## src/rtl/ebs_pkg.sv

```systemverilog
package ebs_pkg;

   localparam int BYTE_W     = 8;
   localparam int LANE_W     = 16;
   localparam int MDATA_W    = 32;
   localparam int MDATA_BYTES = MDATA_W / BYTE_W;

   typedef enum logic [1:0] {
      SZ_BYTE = 2'd0,
      SZ_WORD = 2'd1,
      SZ_LONG = 2'd2,
      SZ_RSVD = 2'd3
   } xfer_size_e;

   typedef enum logic {
      ST_IDLE = 1'b0,
      ST_RUN  = 1'b1
   } seq_state_e;

   function automatic logic [2:0] size_bytes(input xfer_size_e sz);
      case (sz)
         SZ_BYTE: size_bytes = 3'd1;
         SZ_WORD: size_bytes = 3'd2;
         SZ_LONG: size_bytes = 3'd4;
         default: size_bytes = 3'd0;
      endcase
   endfunction

endpackage

```

## src/rtl/ebs_planner.sv

```systemverilog
module ebs_planner
   import ebs_pkg::*;
#(
   parameter int ADDR_W = 24,
   parameter int AREA_W = 3
) (
   input  logic [1:0]          size_i,
   input  logic [ADDR_W-1:0]   addr_i,
   input  logic [(1<<AREA_W)-1:0] area_wide_i,
   output logic                plan_ok_o,
   output logic                wide_o,
   output logic                word_mode_o,
   output logic [2:0]          n_cyc_o,
   output logic [4:0]          lead_shift_o
);
   localparam int N_AREAS  = 1 << AREA_W;
   localparam int AREA_LSB = ADDR_W - AREA_W;

   logic [AREA_W-1:0]  area_idx;
   logic [N_AREAS-1:0] area_hit;
   logic [2:0]         nbytes;
   xfer_size_e         sz;

   assign sz       = xfer_size_e'(size_i);
   assign area_idx = addr_i[ADDR_W-1 -: AREA_W];

   generate
      for (genvar g = 0; g < N_AREAS; g++) begin : g_area
         assign area_hit[g] = (area_idx == AREA_W'(g)) && area_wide_i[g];
      end
   endgenerate

   assign wide_o = |area_hit;
   assign nbytes = size_bytes(sz);

   always_comb begin
      plan_ok_o = 1'b1;
      if (sz == SZ_RSVD) plan_ok_o = 1'b0;
      if ((sz == SZ_WORD || sz == SZ_LONG) && addr_i[0]) plan_ok_o = 1'b0;
   end

   assign word_mode_o = wide_o && (sz != SZ_BYTE);

   always_comb begin
      if (word_mode_o) n_cyc_o = {1'b0, nbytes[2:1]};
      else             n_cyc_o = nbytes;
   end

   // shift that moves the payload's most significant byte to bit 31
   always_comb begin
      case (sz)
         SZ_BYTE: lead_shift_o = 5'd24;
         SZ_WORD: lead_shift_o = 5'd16;
         default: lead_shift_o = 5'd0;
      endcase
   end

   generate
      if (AREA_LSB < 1) begin : g_bad_area
         initial $error("ebs_planner: AREA_W must leave at least one low address bit");
      end
   endgenerate

endmodule

```

## src/rtl/ebs_lanes.sv

```systemverilog
module ebs_lanes
   import ebs_pkg::*;
(
   input  logic              active_i,
   input  logic              wide_i,
   input  logic              word_mode_i,
   input  logic              addr0_i,
   input  logic [LANE_W-1:0] head_i,
   input  logic [LANE_W-1:0] ext_rdata_i,
   output logic              upper_en_o,
   output logic              lower_en_o,
   output logic [LANE_W-1:0] wdata_o,
   output logic [LANE_W-1:0] rd_chunk_o
);
   logic use_upper;
   logic use_lower;

   always_comb begin
      if (word_mode_i) begin
         use_upper = 1'b1;
         use_lower = 1'b1;
      end else if (!wide_i) begin
         use_upper = 1'b1;
         use_lower = 1'b0;
      end else begin
         use_upper = !addr0_i;
         use_lower = addr0_i;
      end
   end

   assign upper_en_o = active_i && use_upper;
   assign lower_en_o = active_i && use_lower;

   always_comb begin
      if (word_mode_i)    wdata_o = head_i;
      else if (use_lower) wdata_o = {{BYTE_W{1'b0}}, head_i[LANE_W-1 -: BYTE_W]};
      else                wdata_o = {head_i[LANE_W-1 -: BYTE_W], {BYTE_W{1'b0}}};
   end

   always_comb begin
      if (word_mode_i)    rd_chunk_o = ext_rdata_i;
      else if (use_lower) rd_chunk_o = {{BYTE_W{1'b0}}, ext_rdata_i[BYTE_W-1:0]};
      else                rd_chunk_o = {{BYTE_W{1'b0}}, ext_rdata_i[LANE_W-1 -: BYTE_W]};
   end

endmodule

```

## src/rtl/ebs_gather.sv

```systemverilog
module ebs_gather
   import ebs_pkg::*;
(
   input  logic               clk,
   input  logic               rst_n,
   input  logic               clear_i,
   input  logic               load_i,
   input  logic               word_mode_i,
   input  logic [LANE_W-1:0]  chunk_i,
   output logic [MDATA_W-1:0] acc_o
);
   always_ff @(posedge clk or negedge rst_n) begin
      if (!rst_n) begin
         acc_o <= '0;
      end else if (clear_i) begin
         acc_o <= '0;
      end else if (load_i) begin
         if (word_mode_i) acc_o <= {acc_o[MDATA_W-LANE_W-1:0], chunk_i};
         else             acc_o <= {acc_o[MDATA_W-BYTE_W-1:0], chunk_i[BYTE_W-1:0]};
      end
   end

endmodule

```

## src/rtl/ext_bus_sizer.sv

```systemverilog
module ext_bus_sizer
   import ebs_pkg::*;
#(
   parameter int ADDR_W = 24,
   parameter int AREA_W = 3
) (
   input  logic                     clk,
   input  logic                     rst_n,
   input  logic                     req_valid,
   output logic                     req_ready,
   input  logic                     req_write,
   input  logic [1:0]               req_size,
   input  logic [ADDR_W-1:0]        req_addr,
   input  logic [31:0]              req_wdata,
   input  logic [(1<<AREA_W)-1:0]   area_wide,
   output logic                     done,
   output logic                     err,
   output logic [31:0]              rdata,
   output logic                     ext_valid,
   output logic                     ext_write,
   output logic [ADDR_W-1:0]        ext_addr,
   output logic                     ext_upper_en,
   output logic                     ext_lower_en,
   output logic [15:0]              ext_wdata,
   input  logic [15:0]              ext_rdata,
   input  logic                     ext_ready
);
   localparam int N_AREAS = 1 << AREA_W;

   seq_state_e          state_q;
   logic [ADDR_W-1:0]   addr_q;
   logic                wide_q;
   logic                word_mode_q;
   logic                write_q;
   logic [2:0]          left_q;
   logic [MDATA_W-1:0]  wsh_q;
   logic                done_q;
   logic                err_q;

   logic                plan_ok;
   logic                plan_wide;
   logic                plan_word;
   logic [2:0]          plan_ncyc;
   logic [4:0]          plan_shift;
   logic                accept;
   logic                hs;
   logic                last;
   logic [LANE_W-1:0]   rd_chunk;

   ebs_planner #(.ADDR_W(ADDR_W), .AREA_W(AREA_W)) u_plan (
      .size_i       (req_size),
      .addr_i       (req_addr),
      .area_wide_i  (area_wide),
      .plan_ok_o    (plan_ok),
      .wide_o       (plan_wide),
      .word_mode_o  (plan_word),
      .n_cyc_o      (plan_ncyc),
      .lead_shift_o (plan_shift)
   );

   assign req_ready = (state_q == ST_IDLE);
   assign accept    = req_valid && req_ready;
   assign ext_valid = (state_q == ST_RUN);
   assign hs        = ext_valid && ext_ready;
   assign last      = (left_q == 3'd0);

   always_ff @(posedge clk or negedge rst_n) begin
      if (!rst_n) begin
         state_q     <= ST_IDLE;
         addr_q      <= '0;
         wide_q      <= 1'b0;
         word_mode_q <= 1'b0;
         write_q     <= 1'b0;
         left_q      <= '0;
         wsh_q       <= '0;
         done_q      <= 1'b0;
         err_q       <= 1'b0;
      end else begin
         done_q <= 1'b0;
         err_q  <= 1'b0;
         if (accept) begin
            if (!plan_ok) begin
               err_q <= 1'b1;
            end else begin
               state_q     <= ST_RUN;
               addr_q      <= req_addr;
               wide_q      <= plan_wide;
               word_mode_q <= plan_word;
               write_q     <= req_write;
               left_q      <= plan_ncyc - 3'd1;
               wsh_q       <= req_wdata << plan_shift;
            end
         end else if (hs) begin
            if (last) begin
               state_q <= ST_IDLE;
               done_q  <= 1'b1;
            end else begin
               left_q <= left_q - 3'd1;
               if (word_mode_q) begin
                  addr_q <= addr_q + ADDR_W'(2);
                  wsh_q  <= wsh_q << LANE_W;
               end else begin
                  addr_q <= addr_q + ADDR_W'(1);
                  wsh_q  <= wsh_q << BYTE_W;
               end
            end
         end
      end
   end

   ebs_lanes u_lanes (
      .active_i    (ext_valid),
      .wide_i      (wide_q),
      .word_mode_i (word_mode_q),
      .addr0_i     (addr_q[0]),
      .head_i      (wsh_q[MDATA_W-1 -: LANE_W]),
      .ext_rdata_i (ext_rdata),
      .upper_en_o  (ext_upper_en),
      .lower_en_o  (ext_lower_en),
      .wdata_o     (ext_wdata),
      .rd_chunk_o  (rd_chunk)
   );

   ebs_gather u_gather (
      .clk         (clk),
      .rst_n       (rst_n),
      .clear_i     (accept && plan_ok),
      .load_i      (hs && !write_q),
      .word_mode_i (word_mode_q),
      .chunk_i     (rd_chunk),
      .acc_o       (rdata)
   );

   assign ext_write = write_q;
   assign ext_addr  = addr_q;
   assign done      = done_q;
   assign err       = err_q;

   generate
      if (ADDR_W <= AREA_W) begin : g_bad_addr
         initial $error("ext_bus_sizer: ADDR_W must exceed AREA_W");
      end
      if (N_AREAS > 256) begin : g_bad_areas
         initial $error("ext_bus_sizer: AREA_W too large");
      end
   endgenerate


   hold_until_ready_chk: assert property (@(posedge clk) disable iff (!rst_n)
      ext_valid && !ext_ready |=> ext_valid && $stable(ext_addr) && $stable(ext_wdata)
                                  && $stable(ext_upper_en) && $stable(ext_lower_en));


   narrow_upper_lane_chk: assert property (@(posedge clk) disable iff (!rst_n)
      ext_valid && !wide_q |-> ext_upper_en && !ext_lower_en);


   addr_step_chk: assert property (@(posedge clk) disable iff (!rst_n)
      ext_valid && ext_ready && left_q != 3'd0 |=>
         ext_addr == $past(ext_addr) + ($past(word_mode_q) ? ADDR_W'(2) : ADDR_W'(1)));


   err_no_cycle_chk: assert property (@(posedge clk) disable iff (!rst_n)
      err |-> !ext_valid && !done);


   done_after_hs_chk: assert property (@(posedge clk) disable iff (!rst_n)
      $rose(done) |-> $past(ext_valid && ext_ready) && !ext_valid);


   lane_present_chk: assert property (@(posedge clk) disable iff (!rst_n)
      ext_valid |-> ext_upper_en || ext_lower_en);

endmodule

```

## config.mk

```make
export PLATFORM = sky130hd
export DESIGN_NAME = ext_bus_sizer
export DESIGN_NICKNAME = d
export VERILOG_FILES = /design/src/rtl/ebs_pkg.sv /design/src/rtl/ebs_planner.sv /design/src/rtl/ebs_lanes.sv /design/src/rtl/ebs_gather.sv /design/src/rtl/ext_bus_sizer.sv
export SDC_FILE = /design/constraint.sdc
export NUM_CORES = 1
export LEC_CHECK = 0
export BUFFER_PORTS_ARGS = -buffer_cell sky130_fd_sc_hd__buf_2
export CORE_ASPECT_RATIO = 1.75
export CORE_UTILIZATION = 50
export CTS_CLUSTER_SIZE = 28
export DETAILED_ROUTE_END_ITERATION = 12
export GPL_ROUTABILITY_DRIVEN = 0
export PLACE_DENSITY = 0.78
export SYNTH_ARGS = -nofsm -noshare
export SYNTH_HDL_FRONTEND = slang
export SYNTH_HIERARCHICAL = 1
export SYNTH_SLANG_ARGS = --single-unit
```

## constraint.sdc

```tcl
create_clock -name clk -period 2.1 [get_ports clk]
set_input_delay 0.42 -clock clk [delete_from_list [all_inputs] [get_ports clk]]
set_output_delay 0.42 -clock clk [all_outputs]
set_load 0.005 [all_outputs]
```

==> results.md <==
- Initial Util: 50.94%
- Ys flop type: dfrtp_1
- Critical path class: in -> reg
- FF-to-FF setup slack: 0.17 ns
- Routed Antenna Nets: 0
- Crit Path Max Fanout: 5
- Initial antenna violation count: 0
- Fin worst setup slack: -0.04743 ns
- Outcome: finished with violations
- Routed wire length: 21600 um
- # rows: 58
- Crit path from: req_addr[23]
- Drt pass-1 iters: 5
- CP endpoint kind: flop
- Clock latency at the later pin of the worst-skew pair: 0.35 ns
- Wirelength per Cell: 18.70 um
- Violated checks: setup timing
- Vias in the first global route: 6922
- Layout cells sized above 1: 34.77%
- FMAX: 0.4657 GHz
- Largest net degree at the start of global routing: 57
- GRT Total Usage: 28.64%
- Worst hold margin: 0.3181 ns
- Power Density: about 1200 mW/mm^2
- Final Skew: 0.004639 ns
- Number of synthesized flops with an enable pin: 0
- TritonCTS clock tree: yes
- Die area: 0.01515 sq mm
- Netlist cell types: 68
- Clock Tree Root: clkbuf_16
- Via count: 7127
- Worst Path Arrival: 2.42 ns
- Required @ worst endpoint: 2.38 ns
- Sink Count: between 90 and 100
- I/O pins: 166
- Synthesis Warnings: 6
- Core area: 0.01437 sq mm
- Final hold violations: 0
- Nets: ~1100
- TNS Setup: -0.04743 ns
- Die X: 93.46 um
- Pins Over Slew Limit: 0
- Register area share after synthesis: around 33%
- Mean Syn Cell Area: 9.432 sq um
- FF-to-FF End: ext_addr[19]
- Gate Count Post-Synth: 776
- Syn-to-layout area delta: 24.14%
- Worst r2r src: ext_addr[1]
- Max H-tree Level: 3
- Crit path to: left_q[2]
- Worst R2R Path Depth: 7
- Post-DP HPWL: roughly 17000 um
- IO buf count: 165
- Overflow after GRT: 0
- 1st-iter DRT viols: 515
- Vias/cell: between 6 and 7
- Worst-case clock buffer depth: 2
- Final critical-path share of the clock period: 102.3%
- Worst VDD drop: 0.5122 mV
- Asr flop ratio synth: 100.0%
- Register bit total from synthesis: 97
- Synthesized area: 0.007320 sq mm
- Pleak: just over 4 nW
- Total Power: about 11 mW
- CTS buffer count: 9
- DRC: 0
- Worst min path class: in -> reg
- Die Y: 162.1 um
- CP Launch Type: primary input
- Final-layout fill cell count: 1244
- RSZ-0062 raised after global routing: true
- First-pass GRT wire length: about 34000 um
- Final Critical Period: 2.147 ns
- Worst-path clk slew: 0.06 ns
- Final setup viols: 1
- N_diodes: 0
- Max-cap viol count: 0
==> cell usage in the layout, fill, tap and decap left out, drive strengths merged, types with 5 or more instances in the layout <==
master	instances
mux2	32
a311oi	5
nand2	71
a21oi	45
o22ai	13
dfrtp	97
nor2b	5
a22o	6
nor4	5
inv	9
clkbuf	13
a221oi	8
ha	7
o221ai	5
nor3	10
a211oi	26
a31oi	7
a41oi	5
mux4	28
mux2i	84
o21ai	44
buf	247
nand3	24
nor2	92
and2	19
==> worst min-delay path by stage <==
| stage | depth (start not counted) | endpoint | start |
|---|---|---|---|
| after global routing | 2 | ext_write | req_write |
| after global placement | 1 | u_gather/acc_o[15] | rst_n |
| after CTS | 2 | ext_write | req_write |
| final | 2 | ext_write | req_write |
| after detailed placement | 1 | u_gather/acc_o[31] | rst_n |
| after floorplan | 0 | done | rst_n |
==> final cells by class <==
class                      count  area [sq um]  share of cell area [%]
clock buffer                  13         260.3                   2.864
clock inverter                 3         25.02                  0.2754
inverter                      11         41.29                  0.4544
multi-input combinational    603          4547                   50.04
sequential                    97          2431                   26.76
tap                          180         225.2                   2.479
timing repair buffer         248          1556                   17.13
==> Yosys cell counts (all sizes together), types with 8 or more instances <==
library cell	n	area share [%]
mux2i	84	11
mux2	32	5.1
dfrtp	97	33
a211oi	26	2.7
a21oi	45	3.2
nor3	10	0.75
a221oi	8	1.0
nor2	92	4.7
nand3	24	1.6
nand2	71	3.6
mux4	28	9.0
clkbuf	29	1.5
buf	38	3.8
inv	9	0.46
o21ai	44	3.0
and2	19	1.6
o22ai	13	1.1
==> timing repair <==
action                                 in CTS  in global routing
resized for setup                           5                  2
endpoints found under the hold margin      10                  0
setup endpoints to repair                  11                  3
hold buffers                                1                  0
setup buffers                               1                  5
pin swaps                                   1                  1
==> metal layers <==
layer / vias up / part of all wire (%) / GRT usage, %
li1: 3306 / - / -
met4: 0 / 5.4 / 16.29
met5: - / 0 / 0
met2: 361 / 52 / 52.07
met3: 83 / 6.2 / 3.792
met1: 3377 / 36 / 31.33
==> power breakdown <==
group / internal [mW] / switching (mW)
sequential: 2.74 / 0.827
combinational: 2.89 / 3.17
clock: 0.874 / 0.712
total: 6.50 / 4.71
==> per-stage QoR <==
step,worst slack [ns],area (sq um),util [%],cells
after detailed placement,-0.4814,8717,60.67,1132
after global placement,-0.4746,8717,60.67,1132
after CTS,-0.03236,9041,62.92,1150
after global routing,-0.1042,9086,63.24,1155
after floorplan,-0.1980,7356,-,778
final,-0.04743,9086,63.24,1155
==> registers in the layout, indices dropped and copies added (netlist names), 3 cells and up <==
name / count
ext_addr: 24
left_q: 3
u_gather/acc_o: 32
wsh_q: 32
==> cell families (layout without fill, tap and decap cells) <==
| logic type | after synthesis | count (layout) | synth area share, % |
|---|---|---|---|
| adders and majority gates | 7 | 7 | 1.197 |
| muxes | 144 | 144 | 25.59 |
| other | 1 | 3 | 0.05123 |
| AOI/OAI and AO/OA | 203 | 203 | 18.91 |
| and+or+nand+nor | 246 | 246 | 15.21 |
| buffers and inverters | 78 | 275 | 5.880 |
| DFF | 97 | 97 | 33.16 |
==> worst max-delay path, stage by stage <==
cell,delay [ns]
buf_12,0.11
mux2_4,0.29
mux4_2,0.49
nor2b_4,0.16
mux2_4,0.29
mux2i_2,0.15
ha_2,0.21
o221ai_2,0.08
o21ai_1,0.07
a21boi_2,0.15
No activity file was read; power rests on OpenSTA's default activity.
